`src/rtl/zsc_pkg.sv`:
```
// Shared types for the power zone shedding controller.
// Assumes the mode input is already resolved to two digital bits.
package zsc_pkg;
    typedef enum logic [1:0] {
        MODE_LOW  = 2'b00,
        MODE_MID  = 2'b01,
        MODE_HIGH = 2'b10,
        MODE_HALT = 2'b11   // second encoding of high mode
    } mode_e;
endpackage

```
`src/rtl/zsc_ladder.sv`:
```
// Threshold ladder: maps one current sample onto a zone code.
// Assumes threshold index 0 is the lowest current step; an all-ones
// threshold is disabled. Pure combinational logic.
module zsc_ladder #(
    parameter int NUM_TH = 4,
    parameter int CUR_W  = 8,
    parameter int ZONE_W = 3
) (
    input  logic [CUR_W-1:0]        cur,
    input  logic [NUM_TH*CUR_W-1:0] thr,
    output logic [ZONE_W-1:0]       zone
);
    localparam logic [CUR_W-1:0] TH_OFF = '1;

    logic [NUM_TH-1:0] below;

    // Per-threshold compare, skipped when disabled.
    for (genvar i = 0; i < NUM_TH; i++) begin : g_cmp
        assign below[i] = (thr[i*CUR_W +: CUR_W] != TH_OFF) &&
                          (cur < thr[i*CUR_W +: CUR_W]);
    end

    // Priority pick: the lowest threshold that is exceeded from below wins.
    always_comb begin
        zone = '0;
        for (int i = NUM_TH - 1; i >= 0; i--) begin
            if (below[i]) zone = ZONE_W'(NUM_TH - i);
        end
    end
endmodule

```
`src/rtl/zsc_sampler.sv`:
```
// Periodic shedding sampler: latches the ladder result once per period.
// Assumes active is high only in regulated mid mode; while inactive the
// timer restarts and the held zone returns to 0.
module zsc_sampler #(
    parameter int SAMPLE_CYCLES = 1000,
    parameter int ZONE_W        = 3
) (
    input  logic              clk,
    input  logic              rst_n,
    input  logic              active,
    input  logic [ZONE_W-1:0] ladder_zone,
    output logic [ZONE_W-1:0] shed_zone
);
    localparam int TW = (SAMPLE_CYCLES > 1) ? $clog2(SAMPLE_CYCLES) : 1;
    localparam logic [TW-1:0] LAST = TW'(SAMPLE_CYCLES - 1);

    logic [TW-1:0] cnt;
    logic          tick;

    assign tick = active && (cnt == LAST);

    // Period timer and held shedding decision.
    always_ff @(posedge clk) begin
        if (!rst_n || !active) begin
            cnt       <= '0;
            shed_zone <= '0;
        end else if (tick) begin
            cnt       <= '0;
            shed_zone <= ladder_zone;
        end else begin
            cnt       <= cnt + 1'b1;
        end
    end

    // decision only moves on a sampling tick
    a_r3_hold_between_ticks: assert property (@(posedge clk) disable iff (!rst_n)
        (active && !tick) |=> $stable(shed_zone));
endmodule

```
`src/rtl/zsc_mask.sv`:
```
// Zone to phase-enable mask. Zone 0 keeps all phases, each further zone
// halves the count, the last two zones keep one; capped by the populated
// phase count. Assumes cfg of 0 means one phase. Combinational.
module zsc_mask #(
    parameter int NUM_PHASES = 8,
    parameter int NUM_TH     = 4,
    parameter int ZONE_W     = 3,
    parameter int CNT_W      = 4
) (
    input  logic [ZONE_W-1:0]     zone,
    input  logic [CNT_W-1:0]      cfg_phases,
    output logic [NUM_PHASES-1:0] mask
);
    localparam logic [CNT_W-1:0] ONE  = CNT_W'(1);
    localparam logic [CNT_W-1:0] FULL = CNT_W'(NUM_PHASES);

    logic [CNT_W-1:0] base, lim, cnt;

    // Phase count for the zone, then limited to what is populated.
    always_comb begin
        if (zone >= ZONE_W'(NUM_TH - 1)) base = ONE;
        else                             base = CNT_W'(NUM_PHASES >> zone);
        if (base == '0) base = ONE;
        if (cfg_phases == '0)       lim = ONE;
        else if (cfg_phases > FULL) lim = FULL;
        else                        lim = cfg_phases;
        cnt = (base < lim) ? base : lim;
    end

    // Thermometer mask: lowest-numbered phases stay active.
    for (genvar p = 0; p < NUM_PHASES; p++) begin : g_bit
        assign mask[p] = (CNT_W'(p) < cnt);
    end
endmodule

```
`src/rtl/zone_shed_ctrl.sv`:
```
// Power zone and phase enable selection for a multiphase regulator.
// Captures mode and boot kind at enable, holds the boot zone until the
// output is in regulation, then follows high/mid/low mode. Outputs are
// registered. Assumes all inputs are synchronous to clk.
module zone_shed_ctrl
    import zsc_pkg::*;
#(
    parameter int NUM_PHASES    = 8,
    parameter int NUM_TH        = 4,
    parameter int CUR_W         = 8,
    parameter int SAMPLE_CYCLES = 1000,
    localparam int ZONE_W       = $clog2(NUM_TH + 1),
    localparam int CNT_W        = $clog2(NUM_PHASES + 1)
) (
    input  logic                    clk,
    input  logic                    rst_n,
    input  logic                    en,
    input  logic [1:0]              mode_in,
    input  logic                    in_reg,
    input  logic                    cold_boot,
    input  logic [CUR_W-1:0]        cur_sample,
    input  logic [NUM_TH*CUR_W-1:0] thr_vec,
    input  logic [ZONE_W-1:0]       lowz_cold,
    input  logic [ZONE_W-1:0]       lowz_warm,
    input  logic [CNT_W-1:0]        cfg_phases,
    input  logic                    zcd_en,
    output logic [ZONE_W-1:0]       zone,
    output logic [NUM_PHASES-1:0]   phase_en,
    output logic                    diode_emu
);
    localparam logic [ZONE_W-1:0] ZMAX = ZONE_W'(NUM_TH);

    logic                  en_q, rise;
    mode_e                 mode_boot_q, boot_mode, eff_mode;
    logic                  cold_q, boot_cold;
    logic [ZONE_W-1:0]     low_raw, low_zone, ladder_zone, shed_zone, next_zone;
    logic [NUM_PHASES-1:0] next_mask;
    logic                  shed_active, next_diode;

    assign rise = en && !en_q;

    // Capture mode and boot kind on the rising edge of enable.
    always_ff @(posedge clk) begin
        if (!rst_n) begin
            en_q        <= 1'b0;
            mode_boot_q <= MODE_HIGH;
            cold_q      <= 1'b0;
        end else begin
            en_q <= en;
            if (rise) begin
                mode_boot_q <= mode_e'(mode_in);
                cold_q      <= cold_boot;
            end
        end
    end

    // Effective mode: captured value until regulation, live afterwards.
    always_comb begin
        boot_mode = rise ? mode_e'(mode_in) : mode_boot_q;
        boot_cold = rise ? cold_boot : cold_q;
        eff_mode  = in_reg ? mode_e'(mode_in) : boot_mode;
    end

    // Low-mode zone from the boot-selected register, clamped to the top zone.
    always_comb begin
        low_raw  = boot_cold ? lowz_cold : lowz_warm;
        low_zone = (low_raw > ZMAX) ? ZMAX : low_raw;
    end

    assign shed_active = en && in_reg && (eff_mode == MODE_MID);

    zsc_ladder #(.NUM_TH(NUM_TH), .CUR_W(CUR_W), .ZONE_W(ZONE_W)) u_ladder (
        .cur  (cur_sample),
        .thr  (thr_vec),
        .zone (ladder_zone)
    );

    zsc_sampler #(.SAMPLE_CYCLES(SAMPLE_CYCLES), .ZONE_W(ZONE_W)) u_sampler (
        .clk         (clk),
        .rst_n       (rst_n),
        .active      (shed_active),
        .ladder_zone (ladder_zone),
        .shed_zone   (shed_zone)
    );

    // Zone selection by effective mode.
    always_comb begin
        if (!en)                        next_zone = '0;
        else if (eff_mode == MODE_LOW)  next_zone = low_zone;
        else if (eff_mode == MODE_MID)  next_zone = in_reg ? shed_zone : '0;
        else                            next_zone = '0;
    end

    zsc_mask #(.NUM_PHASES(NUM_PHASES), .NUM_TH(NUM_TH), .ZONE_W(ZONE_W),
               .CNT_W(CNT_W)) u_mask (
        .zone       (next_zone),
        .cfg_phases (cfg_phases),
        .mask       (next_mask)
    );

    assign next_diode = en && (eff_mode == MODE_LOW) && (next_zone == ZMAX) && zcd_en;

    // Output registers.
    always_ff @(posedge clk) begin
        if (!rst_n) begin
            zone      <= '0;
            phase_en  <= '0;
            diode_emu <= 1'b0;
        end else begin
            zone      <= next_zone;
            phase_en  <= en ? next_mask : '0;
            diode_emu <= next_diode;
        end
    end

    // disabled block drives everything off
    a_r1_off_when_disabled: assert property (@(posedge clk) disable iff (!rst_n)
        !en |=> (zone == '0 && phase_en == '0 && !diode_emu));
    // high mode in regulation gives zone 0
    a_r2_high_zone0: assert property (@(posedge clk) disable iff (!rst_n)
        (en && in_reg && mode_in[1]) |=> (zone == '0));
    // phase 1 never shed while enabled
    a_r7_phase1_kept: assert property (@(posedge clk) disable iff (!rst_n)
        en |=> phase_en[0]);
    // mask is a contiguous run from bit 0
    a_r7_contiguous: assert property (@(posedge clk) disable iff (!rst_n)
        ((phase_en & (phase_en + 1'b1)) == '0));
    // diode emulation only in the top zone on a single phase
    a_r8_diode_zone: assert property (@(posedge clk) disable iff (!rst_n)
        diode_emu |-> (zone == ZMAX && $countones(phase_en) == 1));
endmodule

```
`config.mk`:
```
export PLATFORM = sky130hd
export DESIGN_NAME = zone_shed_ctrl
export DESIGN_NICKNAME = d
export VERILOG_FILES = /design/src/rtl/zsc_pkg.sv /design/src/rtl/zsc_ladder.sv /design/src/rtl/zsc_sampler.sv /design/src/rtl/zsc_mask.sv /design/src/rtl/zone_shed_ctrl.sv
export SDC_FILE = /design/constraint.sdc
export NUM_CORES = 1
export LEC_CHECK = 0
export ABC_AREA = 1
export BUFFER_PORTS_ARGS = -buffer_cell sky130_fd_sc_hd__buf_2
export CAP_MARGIN = 20
export CELL_PAD_IN_SITES_DETAIL_PLACEMENT = 1
export CELL_PAD_IN_SITES_GLOBAL_PLACEMENT = 1
export CORE_ASPECT_RATIO = 1.5
export CORE_UTILIZATION = 40
export CTS_BUF_LIST = sky130_fd_sc_hd__clkbuf_8
export CTS_CLUSTER_SIZE = 20
export DETAILED_ROUTE_END_ITERATION = 8
export PLACE_DENSITY_LB_ADDON = 0.15
export SETUP_SLACK_MARGIN = 0.15
export SLEW_MARGIN = 20
export SYNTH_ARGS = -nofsm -noshare
export SYNTH_HDL_FRONTEND = slang
export SYNTH_SLANG_ARGS = --single-unit
```
`constraint.sdc`:
```
create_clock -name clk -period 7 [get_ports clk]
set_clock_uncertainty 0.1 [all_clocks]
set_input_delay 1.4 -clock clk [delete_from_list [all_inputs] [get_ports clk]]
set_output_delay 1.4 -clock clk [all_outputs]
set_load 0.01 [all_outputs]
```
; ---- Word level (Yosys, flattened, before mapping)
; Index checks and enable logic that the tools add are counted.
[word_totals]
regBits = 29
latch_bits = 0
ram_bits = 0
mem_bits_ro = 0
output_inout_bits = 12
elab_cells = 71
mem_count = 0
[op_classes]
addsub = 1
n_mul = 0
n_div = 0
n_lt_le_gt_ge = 16
eq_ne = 7
n_shift = 1
mux = 18
bitwise = 0
n_reduce_logical = 20
[ops]
columns = operator, count
row1 = $lt 8x8->1, 4
row2 = $ne 8x8->1 const B, 4
row3 = $mux 3, 7
row4 = $mux 4, 5
row5 = $lt 3x4->1 const A, 4
row6 = $logic_and 1x1->1, 11
row7 = $add 10x1->10 const B, 1
row8 = $eq 10x10->1 const B, 1
row9 = $logic_not 4->1, 2
row10 = $lt 1x4->1 const A, 2
row11 = $lt 2x4->1 const A, 2
row12 = $mux 2, 4
row13 = $gt 4x4->1 const B, 1
row14 = $lt 4x4->1, 1
row15 = $shr 4x3->4 const A, 1
row16 = $eq 3x3->1 const B, 1
row17 = $ge 3x2->1 const B, 1
row18 = $gt 3x3->1 const B, 1
row19 = $logic_not 1->1, 3
row20 = $eq 2x1->1 const B, 1
row21 = $logic_not 2->1, 1
row22 = $mux 1, 2
row23 = $reduce_and 2->1, 1
row24 = $reduce_or 2->1, 1
row25 = $logic_or 1x1->1, 1

; ---- Depth between registers and ports, before layout
; Gate-level depths: netlist (run 1).
[depth]
ltp_word = 15
depth_mapped = 20

; ---- Cells and area by module
; Synthesis (run 1) repeated with hierarchy kept, for this count alone.
[unflattened]
hier_cells = 415
hier_area_um2 = 2598.7
[modules_own_cells]
columns = module, n_inst, cells_each, area_per_inst_um2
row1 = zsc_ladder, 1, 153, 883.3
row2 = zone_shed_ctrl, 1, 111, 767.0
row3 = zsc_sampler, 1, 95, 635.6
row4 = zsc_mask, 1, 56, 312.8

; ---- Least setup slack after synthesis (run 1)
; OpenSTA, ideal clock, no wires.
[synth_timing]
kind = input port to flip-flop
from = input en
to = register phase_en[0]
setup_time_ns = 0.116
arrival_time_ns = 3.244
required_time_ns = 6.784
setup_slack_ns = 3.540
cell_stages = 18
path_cell_list = buf_6 > nand2_8 > nand2_4 > nand2_1 > nand2_1 > nand2_1 > nand2_1 > nor2_2 > nor2_4 > nor2_1 > nor2_1 > ha_1 > a21oi_1 > nand2_2 > nand2_2 > nand2_2 > o21ai_1 > nand2_1
[synth_via]
elab_chain_cells = 14
elab_cells_between_ends = 21
cone_classes = order compare (4) / eq/ne (1) / shift (1) / mux (11) / reduce/logical (4)
[synth_rtl]
columns = item, line
row1 = start: declaration, zone_shed_ctrl.sv:17  ; input logic en,
row2 = $logic_and 1x1->1, zone_shed_ctrl.sv:40  ; assign rise = en && !en_q;
row3 = $mux 1 / $mux 2 (equally long branches), --
row4 = $mux 3 / $mux 2 (equally long branches), "zone_shed_ctrl.sv:66, zone_shed_ctrl.sv:61"
row5 = $gt 3x3->1 / $eq 2x1->1 (equally long branches), "zone_shed_ctrl.sv:67, zone_shed_ctrl.sv:90"
row6 = "$mux 3, on equally long branches", "zone_shed_ctrl.sv:67, zone_shed_ctrl.sv:90"
row7 = $mux 3, zone_shed_ctrl.sv:89  ; else if (eff_mode == MODE_LOW) next_zone = low_zone;
row8 = $mux 3, zone_shed_ctrl.sv:88  ; if (!en) next_zone = '0;
row9 = $ge 3x2->1 / $shr 4x3->4 (equally long branches), "zsc_mask.sv:21, zsc_mask.sv:22"
row10 = $mux 4, zsc_mask.sv:21  ; if (zone >= ZONE_W'(NUM_TH - 1)) base = ONE;
row11 = $logic_not 4->1, zsc_mask.sv:23  ; if (base == '0) base = ONE;
row12 = $mux 4, zsc_mask.sv:23
row13 = $lt 4x4->1, zsc_mask.sv:27  ; cnt = (base < lim) ? base : lim;
row14 = $mux 4, zsc_mask.sv:27
row15 = $lt 1x4->1, zsc_mask.sv:32  ; assign mask[p] = (CNT_W'(p) < cnt);
row16 = end signal: assignment, zone_shed_ctrl.sv:111  ; phase_en <= en ? next_mask : '0;
row17 = end: declaration, zone_shed_ctrl.sv:28  ; output logic [NUM_PHASES-1:0] phase_en,
; Several ways; a longest one is shown, not always the timed one.
; A chain may end at the register's enable or synchronous reset.

; ---- Worst setup path after layout (run 1)
[layout_timing]
from = input en
to = register phase_en[5]
[layout_via]
elab_chain_cells = 14
elab_cells_between_ends = 21
cone_classes = order compare (4) / eq/ne (1) / shift (1) / mux (11) / reduce/logical (4)
[layout_rtl]
columns = item, line
row1 = $logic_and 1x1->1, zone_shed_ctrl.sv:40
row2 = $mux 1 / $mux 2 (equally long branches), --
row3 = $mux 3 / $mux 2 (equally long branches), "zone_shed_ctrl.sv:66, zone_shed_ctrl.sv:61"
row4 = $gt 3x3->1 / $eq 2x1->1 (equally long branches), "zone_shed_ctrl.sv:67, zone_shed_ctrl.sv:90"
row5 = "$mux 3, on equally long branches", "zone_shed_ctrl.sv:67, zone_shed_ctrl.sv:90"
row6 = $mux 3, zone_shed_ctrl.sv:89
row7 = $mux 3, zone_shed_ctrl.sv:88
row8 = $ge 3x2->1 / $shr 4x3->4 (equally long branches), "zsc_mask.sv:21, zsc_mask.sv:22"
row9 = $mux 4, zsc_mask.sv:21
row10 = $logic_not 4->1, zsc_mask.sv:23
row11 = $mux 4, zsc_mask.sv:23
row12 = $lt 4x4->1, zsc_mask.sv:27
row13 = $mux 4, zsc_mask.sv:27
row14 = $lt 3x4->1, zsc_mask.sv:32
; Several ways; a longest one is shown, not always the timed one.

==> results of run 1 <==
## logic make-up (layout without fill, tap and decap cells)
group,count (synthesis),in the layout,synth area share [%]
xor+xnor,1,1,0.373
compound gates,40,40,10.8
simple gates,160,160,34.6
fa+ha+maj,33,33,17.6
buf+inv,72,147,11.9
flops,29,29,24.7
## worst max path at each step
stage / slack [ns] / start / to
2_1_floorplan: 3.54 / en / phase_en[0]
3_3_place_gp: 3.21 / en / phase_en[0]
3_5_place_dp: 3.08 / en / phase_en[5]
4_1_cts: 3.37 / en / phase_en[5]
5_1_grt: 3.12 / en / phase_en[0]
6_report: 3.38 / en / phase_en[5]
## worst max-delay path, stage by stage
cell      delay [ns]
buf_2           0.28
nand3b_4        0.15
nand2_1         0.11
nand2_1         0.06
nand2_1         0.08
nand2_1         0.07
nor2_2          0.15
nor2_4          0.06
nor2_1          0.14
nor2_1          0.08
ha_1            0.31
a21oi_1         0.31
nand2_2         0.12
nand2_2         0.07
nand2_2         0.08
nor2_2          0.15
nor2_1          0.07
## registers in the layout, summed over array words and instances (netlist names)
register	cells
diode_emu	1
cold_q	1
u_sampler.cnt	10
u_sampler.shed_zone	3
zone	3
mode_boot_q	2
phase_en	8
en_q	1
## per-layer routing
metal  GRT usage [%]  wire, um
met1            20.6      2370
met2            46.3      3500
met3            4.03       226
met4            6.85        87
met5               0         0
## cell usage after synthesis (all sizes together)
master,instances,area [um2]
nor3,7,35.0
o211ai,6,45.0
inv,70,265
clkbuf,1,3.75
nor2,30,128
o21ai,6,33.8
nor4,8,50.1
nand4,4,25.0
xor2,1,8.76
o21a,5,37.5
nand3b,3,35.0
a21oi,19,103
nand3,23,135
buf,1,11.3
ha,33,413
a41oi,1,8.76
o2111ai,2,17.5
and3,1,6.26
a21o,1,7.51
dfxtp,29,581
nor3b,3,22.5
nand2,81,375
## layout by cell type (no fill, tap or decap)
cell,instances
a21o_1,1
a21oi_1,17
a21oi_2,2
a41oi_1,1
and3_1,1
buf_2,69
clkbuf_8,5
clkinv_2,2
clkinvlp_4,1
dfxtp_1,29
ha_1,33
inv_1,69
inv_4,1
nand2_1,64
nand2_2,13
nand2_4,3
nand2_8,1
nand3_1,19
nand3_2,4
nand3b_1,2
nand3b_4,1
nand4_1,4
nor2_1,26
nor2_2,3
nor2_4,1
nor3_1,7
nor3b_1,3
nor4_1,8
o2111ai_1,2
o211ai_1,6
o21a_1,5
o21ai_0,4
o21ai_1,1
o21ai_2,1
xor2_1,1
## area by class of cell
| class | count | area, um2 |
|---|---|---|
| clock buffer | 5 | 68.8 |
| clock inverter | 3 | 17.5 |
| fill | 774 | 2720 |
| inverter | 70 | 265 |
| multi-input combinational | 234 | 1490 |
| sequential | 29 | 581 |
| tap | 70 | 87.6 |
| timing repair buffer | 69 | 345 |
## through the flow
step | util [%] | setup slack, ns | cells | area [um2] | total power [mW]
after floorplan | - | 3.54 | 335 | 2350 | 0.249
final | 51.2 | 3.38 | 480 | 2850 | 0.423
after detailed placement | 49.6 | 3.08 | 472 | 2770 | 0.290
after CTS | 51.2 | 3.37 | 480 | 2850 | 0.429
after global routing | 51.2 | 3.12 | 480 | 2850 | 0.453
after global placement | 49.6 | 3.21 | 472 | 2770 | 0.285
## report_power, final
part           total (mW)  internal, mW  switching, mW
Clock               0.138        0.0685         0.0695
Sequential          0.172         0.170        0.00199
Combinational       0.113        0.0465         0.0666
==> results.py, run 1 <==
metrics = {
    "floorplan": {
        "fp.dieArea_mm2": 0.00618,
        "core-area_mm2": 0.00557,
        "start_util_pct": 42.1,
        "num_rows": 33,
        "die_y_um": 95.8,
        "io_pins": 70,
        "die_w_um": 64.5,
    },
    "worst_setup_path": {
        "reg2regPathDepth": 18,
        "r2r_start": "en_q",
        "rr_endpoint": "phase_en[5]",
        "reg2reg_slack_ns": 4.34,
        "worstPathRequired_ns": 7.07,
        "worstPathArrival_ns": 3.69,
        "endpoint_kind": "register",
        "crit_path_start_kind": "input port",
        "cp_max_fo": 10,
        "crit_type": "in2reg",
    },
    "global_routing": {
        "grt_usage_pct": 22.0,
        "grt_pass1_vias": 2487,
        "grt_pass1_wl_um": 10500,
        "antenna_found_initial": 0,
        "grt_overflow": 0,
        "grt_max_degree": 11,
    },
    "drt": {
        "vias": 2406,
        "firstDrtPassIters": 4,
        "viasPerCell": 5.01,
        "wirelength_um": 6180,
        "drtIter0Drc": 65,
        "ant_nets": 0,
        "route.detailed.drc": 0,
        "avgRoutedWirePerCell_um": 12.9,
    },
    "power": {
        "p_leak_nw": 1.59,
        "peakVddDrop_uv": 55.4,
        "pwr_density_cell_mw_per_mm2": 148,
    },
    "logic_synthesis": {
        "synth_warnings": 0,
        "syn-instance-count": 335,
        "seq_area_frac_synth_pct": 24.7,
        "syn_area_mm2": 0.00235,
        "syn_nets": 426,
        "yosysUniqueCellTypes": 33,
        "synth_seq_cells": 29,
        "avgSynthCellArea_um2": 7.01,
    },
    "sta": {
        "tightest_slew_ns": 0.462,
        "rsz0062_at_grt": "no",
        "hold_viol_final": 0,
        "fin_hold_ws_ns": 0.358,
        "period_minus_slack_ns": 3.62,
        "tns_ns": 0,
        "setup_viol": 0,
        "maxSlewHeadroom_pct": 68.9,
        "slew_viol_final": 0,
        "max_freq_mhz": 277,
        "fin_crit_sh_pct": 51.6,
    },
    "clocking": {
        "post_cts_resized": 0,
        "cts_tree": "done",
        "htree_num_levels": 2,
        "cts-hold-fix-buffers": 0,
        "root_buffer": "clkbuf_8",
        "tritoncts.num_buffers": 5,
        "clk_pin_slew_ns": 0.07,
        "clkLatencyLatePin_ns": 0.29,
        "cts_setup_buffers": 0,
        "clockBufferDepth": 2,
        "clock_sinks": 29,
    },
    "min_path": {
        "hold_depth": 1,
        "min-delay-start": "u_sampler.cnt[0]",
        "hold_end": "u_sampler.cnt[0]",
        "worstHoldPathType": "reg2reg",
    },
    "final_layout": {
        "num-nets-final": 500,
        "diodes": 0,
        "areaGrowthSynthToFinish_pct": 21.5,
        "drive_gt1_share_pct": 26.1,
    },
    "place": {
        "dp_hpwl_um": 5310,
        "gp_congestion": 0.782,
        "port_buffers": 69,
    },
    "job": {
        "maxCapViolCount": 0,
    },
    "status": {
        "status": "finished, final reports clean",
    },
}
(Power assumes the default switching activity.)
==> run 2: changes to the inputs <==
--- a/config.mk
+++ b/config.mk
@@ -5,13 +5,13 @@
 export SDC_FILE = /design/constraint.sdc
 export NUM_CORES = 1
 export LEC_CHECK = 0
-export ABC_AREA = 1
+export ABC_AREA = 0
 export BUFFER_PORTS_ARGS = -buffer_cell sky130_fd_sc_hd__buf_2
 export CAP_MARGIN = 20
 export CELL_PAD_IN_SITES_DETAIL_PLACEMENT = 1
 export CELL_PAD_IN_SITES_GLOBAL_PLACEMENT = 1
 export CORE_ASPECT_RATIO = 1.5
-export CORE_UTILIZATION = 40
+export CORE_UTILIZATION = 39
 export CTS_BUF_LIST = sky130_fd_sc_hd__clkbuf_8
 export CTS_CLUSTER_SIZE = 20
 export DETAILED_ROUTE_END_ITERATION = 8
==> constraint.sdc (replaced) <==
create_clock -name clk -period 3.8 [get_ports clk]
set_clock_uncertainty 0.1 [all_clocks]
set_input_delay 0.76 -clock clk [delete_from_list [all_inputs] [get_ports clk]]
set_output_delay 0.76 -clock clk [all_outputs]
set_load 0.01 [all_outputs]
==> run 2 against run 1 <==
Compared with the run above: power increased by 100%; sequential share of layout area decreased by 0.33 points; clock power increased by 140%; critical endpoint is now phase_en[4]; final cell count decreased by 14%; via count decreased by 11%; critical path type unchanged; design area increased by 1.7%; global-route usage decreased by 1.6 points; worst hold slack got worse by 0.0030 ns; clock-buffer cell count increased by 1; sequential cell count unchanged; the flow now finishes with violations (design-rule violations).
==> results.py, run 2 <==
metrics = {
    "status": {
        "status": "complete, but fails checks",
        "violations": "design-rule violations",
    },
    "place": {
        "port_buffers": 69,
        "dp_cells": 400,
        "pre_cts_ws_ns": -0.116,
        "gp_congestion": 0.830,
        "placed_area_mm2": 0.00270,
        "dp_hpwl_um": 4870,
    },
    "final_layout": {
        "areaGrowthSynthToFinish_pct": 31.8,
        "fillers": 722,
        "final_cells": 412,
        "top_regs": "u_sampler.cnt: 10 flops, phase_en: 8 flops",
        "num-nets-final": 432,
        "drive_gt1_share_pct": 33.6,
        "final_area_mm2": 0.00290,
        "final_common_cell": "buf_2",
        "diodes": 0,
        "regMostFlops": "u_sampler.cnt",
        "layout_common_cells": "buf_2, inv_1, ha_1, dfxtp_1, nor2_1",
        "largest_register_ffs": 10,
    },
    "worst_setup_path": {
        "cp_max_fo": 5,
        "reg2regPathDepth": 14,
        "crit_path_start_kind": "input port",
        "crit_type": "in2reg",
        "endpoint_kind": "register",
        "worstPathRequired_ns": 3.88,
        "worstPathArrival_ns": 3.74,
    },
    "logic_synthesis": {
        "syn_nets": 347,
        "dominantRegCellSynth": "dfxtp_1",
        "synth_top_area_share_pct": 26.4,
        "ys_top_cells_by_area": "dfxtp_1, ha_1, inv_1",
        "syn_area_mm2": 0.00220,
        "ys_top_cells_by_count": "inv_1, ha_1, dfxtp_1",
        "seq_area_frac_synth_pct": 26.4,
        "synth_most_common_cell": "inv_1",
        "avgSynthCellArea_um2": 8.59,
        "synth_largest_area_cell": "dfxtp_1",
        "synth_seq_cells": 29,
        "syn-instance-count": 256,
        "yosysUniqueCellTypes": 45,
        "synth_edf_count": 0,
        "synth_warnings": 0,
        "synthArstFlopShare_pct": 0,
    },
    "clocking": {
        "root_buffer": "clkbuf_8",
        "htree_num_levels": 2,
        "clkLatencyLatePin_ns": 0.29,
        "tritoncts.num_buffers": 5,
        "cts_tree": "done",
        "clockBufferDepth": 2,
        "cts-hold-fix-buffers": 0,
        "clock_sinks": 29,
        "clk_pin_slew_ns": 0.07,
    },
    "global_routing": {
        "grt_overflow": 0,
        "grt_pass1_vias": 2209,
        "grt_usage_pct": 20.4,
        "grt_pass1_wl_um": 9360,
        "grt_max_degree": 10,
        "antenna_found_initial": 0,
    },
    "drt": {
        "vias": 2137,
        "route.detailed.drc": 1,
        "drtIter0Drc": 43,
        "wirelength_um": 5870,
        "ant_nets": 0,
        "viasPerCell": 5.19,
        "avgRoutedWirePerCell_um": 14.3,
        "firstDrtPassIters": 6,
    },
    "sta": {
        "slew_viol_final": 0,
        "rsz0062_at_grt": "yes",
        "setup_ws_ns": 0.139,
        "setup_viol": 0,
        "fin_crit_sh_pct": 96.3,
        "period_minus_slack_ns": 3.66,
        "maxSlewHeadroom_pct": 64.9,
        "tightest_slew_ns": 0.513,
        "max_freq_mhz": 273,
        "hold_viol_final": 0,
    },
    "power": {
        "p_leak_nw": 1.50,
        "peakVddDrop_uv": 132,
        "pwr_density_cell_mw_per_mm2": 297,
    },
    "min_path": {
        "hold_depth": 1,
        "worstHoldPathType": "reg2reg",
    },
    "floorplan": {
        "core-area_mm2": 0.00545,
        "io_pins": 70,
        "die_y_um": 94.0,
        "fp.dieArea_mm2": 0.00595,
        "die_w_um": 63.3,
        "start_util_pct": 40.4,
        "num_rows": 33,
    },
    "job": {
        "maxCapViolCount": 0,
    },
}
-- run 2: cell types whose count changed after synthesis, moves of 5 or more --
| cell | delta |
|---|---|
| inv_1 | -35 |
| a21o_1 | +13 |
| nand2_1 | -51 |
| or2_2 | +5 |
| o211ai_1 | -5 |
| nand2_2 | -13 |
| nand4_1 | +6 |
| nor4_1 | -8 |
| nand2b_1 | +10 |
| nand3_1 | -16 |
| nor2b_1 | +6 |
-- run 2: cell families (layout without fill, tap and decap cells) --
kind of cell,count (synthesis),in the layout,share of synthesized area (%)
compound gates,56,56,19.6
xor+xnor,8,8,3.19
fa+ha+maj,33,33,18.8
buf+inv,38,124,7.00
flops,29,29,26.4
mux,7,7,4.21
simple gates,85,85,20.8
-- run 2: routing by layer --
layer	wire (um)	up-vias	GRT usage, %
met5	0	-	0
met4	159	0	12.1
met3	274	13	3.40
met2	3370	67	41.3
met1	2070	1006	18.2
li1	-	1051	-
-- run 2: metrics by stage --
step | total power [mW] | utilization (%) | TNS, ns | hold WS [ns]
finish | 0.862 | 53.2 | 0 | 0.355
global route | 0.905 | 53.2 | -0.00583 | 0.365
CTS | 0.856 | 51.6 | 0 | 0.356
detailed placement | 0.523 | 49.5 | -0.327 | 0.345
floorplan | 0.444 | - | -0.000707 | 0.318
global placement | 0.516 | 49.5 | -0.00530 | 0.337
-- run 2: critical path, cell delays in order --
cell,delay (ns)
buf_6,0.07
nor2b_4,0.17
mux2i_4,0.30
buf_6,0.14
mux2i_2,0.24
a22oi_2,0.12
and4b_1,0.32
ha_1,0.24
o21a_1,0.19
o21ai_1,0.11
nand2b_1,0.08
a21bo_2,0.21
nand2b_4,0.15
mux2_4,0.33
o31a_1,0.31
-- run 2: where the power goes --
group          internal [mW]  switching (mW)  total [mW]
clock                  0.211           0.120       0.331
sequential             0.312         0.00331       0.315
combinational          0.108           0.107       0.216
-- run 2: timing repair --
item / CTS / global route
setup endpoints to repair: 0 / 6
resized for setup: 0 / 10
buffers inserted: 0 / 4
-- run 2: worst paths after layout --
kind / startpoint / to / slack (ns)
worst min-delay path: u_sampler.cnt[0] / u_sampler.cnt[0] / 0.36
worst max register to register: en_q / phase_en[4] / 0.38
worst max-delay path: en / phase_en[4] / 0.14
worst min register to register: u_sampler.cnt[0] / u_sampler.cnt[0] / 0.36
-- run 2: cell type report --
type | instances | area (um2) | area share [%]
clock inverter | 2 | 33.8 | 1.17
multi-input combinational | 189 | 1530 | 52.8
timing repair buffer | 82 | 457 | 15.8
clock buffer | 6 | 82.6 | 2.85
tap | 70 | 87.6 | 3.02
inverter | 34 | 128 | 4.40
sequential | 29 | 581 | 20.0
==> run 3: changes to the inputs <==
--- a/config.mk
+++ b/config.mk
@@ -6,7 +6,7 @@
 export NUM_CORES = 1
 export LEC_CHECK = 0
 export ABC_AREA = 0
-export BUFFER_PORTS_ARGS = -buffer_cell sky130_fd_sc_hd__buf_2
+export BUFFER_PORTS_ARGS = -buffer_cell sky130_fd_sc_hd__buf_4
 export CAP_MARGIN = 20
 export CELL_PAD_IN_SITES_DETAIL_PLACEMENT = 1
 export CELL_PAD_IN_SITES_GLOBAL_PLACEMENT = 1
==> run 3 against run 2 <==
Compared with the run above: the run still ends with design-rule violations left; global-route usage up 0.11 points; non-clock buffer count down 3; highest routed layer unchanged; register-to-register slack better by 0.07 ns; final cell count down 0.73%; power down 5.0%; clock-buffer cell count up 1; worst setup slack better by 0.059 ns; first-iteration DRC count up 7.0%; routed wire length down 2.0%; sequential cell count unchanged.
==> results.py, run 3 (synthesis results as in run 2) <==
metrics = {
    "status": {
        "status": "complete, but fails checks",
        "violations": "design-rule violations",
    },
    "final_layout": {
        "layout_common_cells": "buf_4, inv_1, ha_1, dfxtp_1, nor2_1",
        "diodes": 0,
        "num-nets-final": 429,
        "ff_latch_area_um2": 581,
        "areaGrowthSynthToFinish_pct": 36.5,
        "multi_input_area_mm2": 0.00151,
        "largest_register_ffs": 10,
        "fillers": 703,
        "drive_gt1_share_pct": 33.0,
        "final_common_cell": "buf_4",
        "regMostFlops": "u_sampler.cnt",
        "top_regs": "u_sampler.cnt: 10 flops, phase_en: 8 flops",
    },
    "drt": {
        "firstDrtPassIters": 6,
        "highest_layer": "met4",
        "ant_nets": 0,
        "route.detailed.drc": 1,
        "dr_wl_met3_um": 255,
        "wl_met2_um": 3400,
        "drtIter0Drc": 46,
        "wirelength_um": 5760,
        "avgRoutedWirePerCell_um": 14.1,
        "viasPerCell": 5.12,
        "vias": 2096,
        "wl_met1_um": 2020,
    },
    "floorplan": {
        "die_y_um": 94.0,
        "core-area_mm2": 0.00545,
        "num_rows": 33,
        "die_w_um": 63.3,
        "io_pins": 70,
        "fp.dieArea_mm2": 0.00595,
        "start_util_pct": 40.4,
    },
    "clocking": {
        "htree_num_levels": 2,
        "clock_sinks": 29,
        "root_buffer": "clkbuf_8",
        "cts_tree": "done",
        "clk_pin_slew_ns": 0.06,
        "clkLatencyLatePin_ns": 0.28,
        "clockBufferDepth": 2,
        "cts-hold-fix-buffers": 0,
        "tritoncts.num_buffers": 5,
    },
    "worst_setup_path": {
        "crit_type": "in2reg",
        "worstPathRequired_ns": 3.87,
        "worstPathArrival_ns": 3.67,
        "crit_path_start_kind": "input port",
        "endpoint_kind": "register",
        "cp_max_fo": 6,
    },
    "sta": {
        "tns_ns": 0,
        "hold_viol_final": 0,
        "max_freq_mhz": 278,
        "maxSlewHeadroom_pct": 62.7,
        "setup_viol": 0,
        "fin_hold_ws_ns": 0.364,
        "fin_crit_sh_pct": 94.8,
        "rsz0062_at_grt": "yes",
        "tightest_slew_ns": 0.554,
        "slew_viol_final": 0,
        "period_minus_slack_ns": 3.60,
    },
    "power": {
        "total_power_mw": 0.819,
        "pwr_density_cell_mw_per_mm2": 273,
        "p_leak_nw": 1.53,
        "peakVddDrop_uv": 123,
    },
    "place": {
        "gp_congestion": 0.828,
        "dp_hpwl_um": 4890,
        "port_buffers": 69,
    },
    "job": {
        "maxCapViolCount": 0,
    },
    "global_routing": {
        "grt_pass1_vias": 2165,
        "grt_max_degree": 10,
        "grt_usage_pct": 20.5,
        "grt_overflow": 0,
        "antenna_found_initial": 0,
        "grt_pass1_wl_um": 9320,
    },
    "min_path": {
        "worstHoldPathType": "reg2reg",
    },
}
==> run 3: final cells by class <==
type	instances	area share, %
Sequential cell	29	19.3
Clock buffer	7	3.21
Multi-Input combinational cell	189	50.4
Timing Repair Buffer	79	19.8
Clock inverter	1	0.167
Tap cell	70	2.92
Inverter	34	4.25
==> run 3: final timing paths <==
check | from | endpoint | slack [ns] | cells after the start
worst max-delay path | en | phase_en[4] | 0.20 | 14
worst min-delay path | u_sampler.cnt[0] | u_sampler.cnt[0] | 0.36 | 1
worst max register to register | en_q | phase_en[4] | 0.45 | 13
worst min register to register | u_sampler.cnt[0] | u_sampler.cnt[0] | 0.36 | 1
==> run 3: critical path: stages <==
cell      delay, ns
buf_4          0.08
nor2b_4        0.17
mux2i_4        0.31
mux2_4         0.35
a22oi_4        0.19
and4b_1        0.26
ha_1           0.24
o21a_1         0.18
o21ai_1        0.13
nand2b_1       0.08
a21bo_2        0.20
nand2b_4       0.14
mux2_4         0.34
o31a_1         0.25
==> run 3: metrics by stage <==
| stage | cell area, um2 | util, % | worst slack, ns | std cells |
|---|---|---|---|---|
| 2_1_floorplan | 2230 | - | -0.000707 | 256 |
| 3_3_place_gp | 2860 | 52.5 | -0.0190 | 399 |
| 3_5_place_dp | 2860 | 52.5 | -0.0846 | 399 |
| 4_1_cts | 2960 | 54.4 | 0.192 | 407 |
| 5_1_grt | 3000 | 55.1 | 0.0919 | 409 |
| 6_report | 3000 | 55.1 | 0.199 | 409 |
==> run 3: layer usage <==
| layer | vias up | GRT usage [%] |
|---|---|---|
| met1 | 991 | 17.1 |
| li1 | 1044 | - |
| met5 | - | 0 |
| met4 | 0 | 8.52 |
| met3 | 5 | 4.13 |
| met2 | 56 | 44.1 |
==> run 3: report_power, final <==
| part | switching, mW | internal [mW] | leakage, nW |
|---|---|---|---|
| Sequential | 0.00384 | 0.312 | 0.236 |
| Combinational | 0.102 | 0.120 | 1.24 |
| Clock | 0.117 | 0.163 | 0.0542 |
| Total | 0.223 | 0.595 | 1.53 |
==> run 3: repair_timing <==
item | in CTS | in global routing
setup buffers | 0 | 2
resized for setup | 0 | 4
endpoints found under the setup margin | 0 | 4
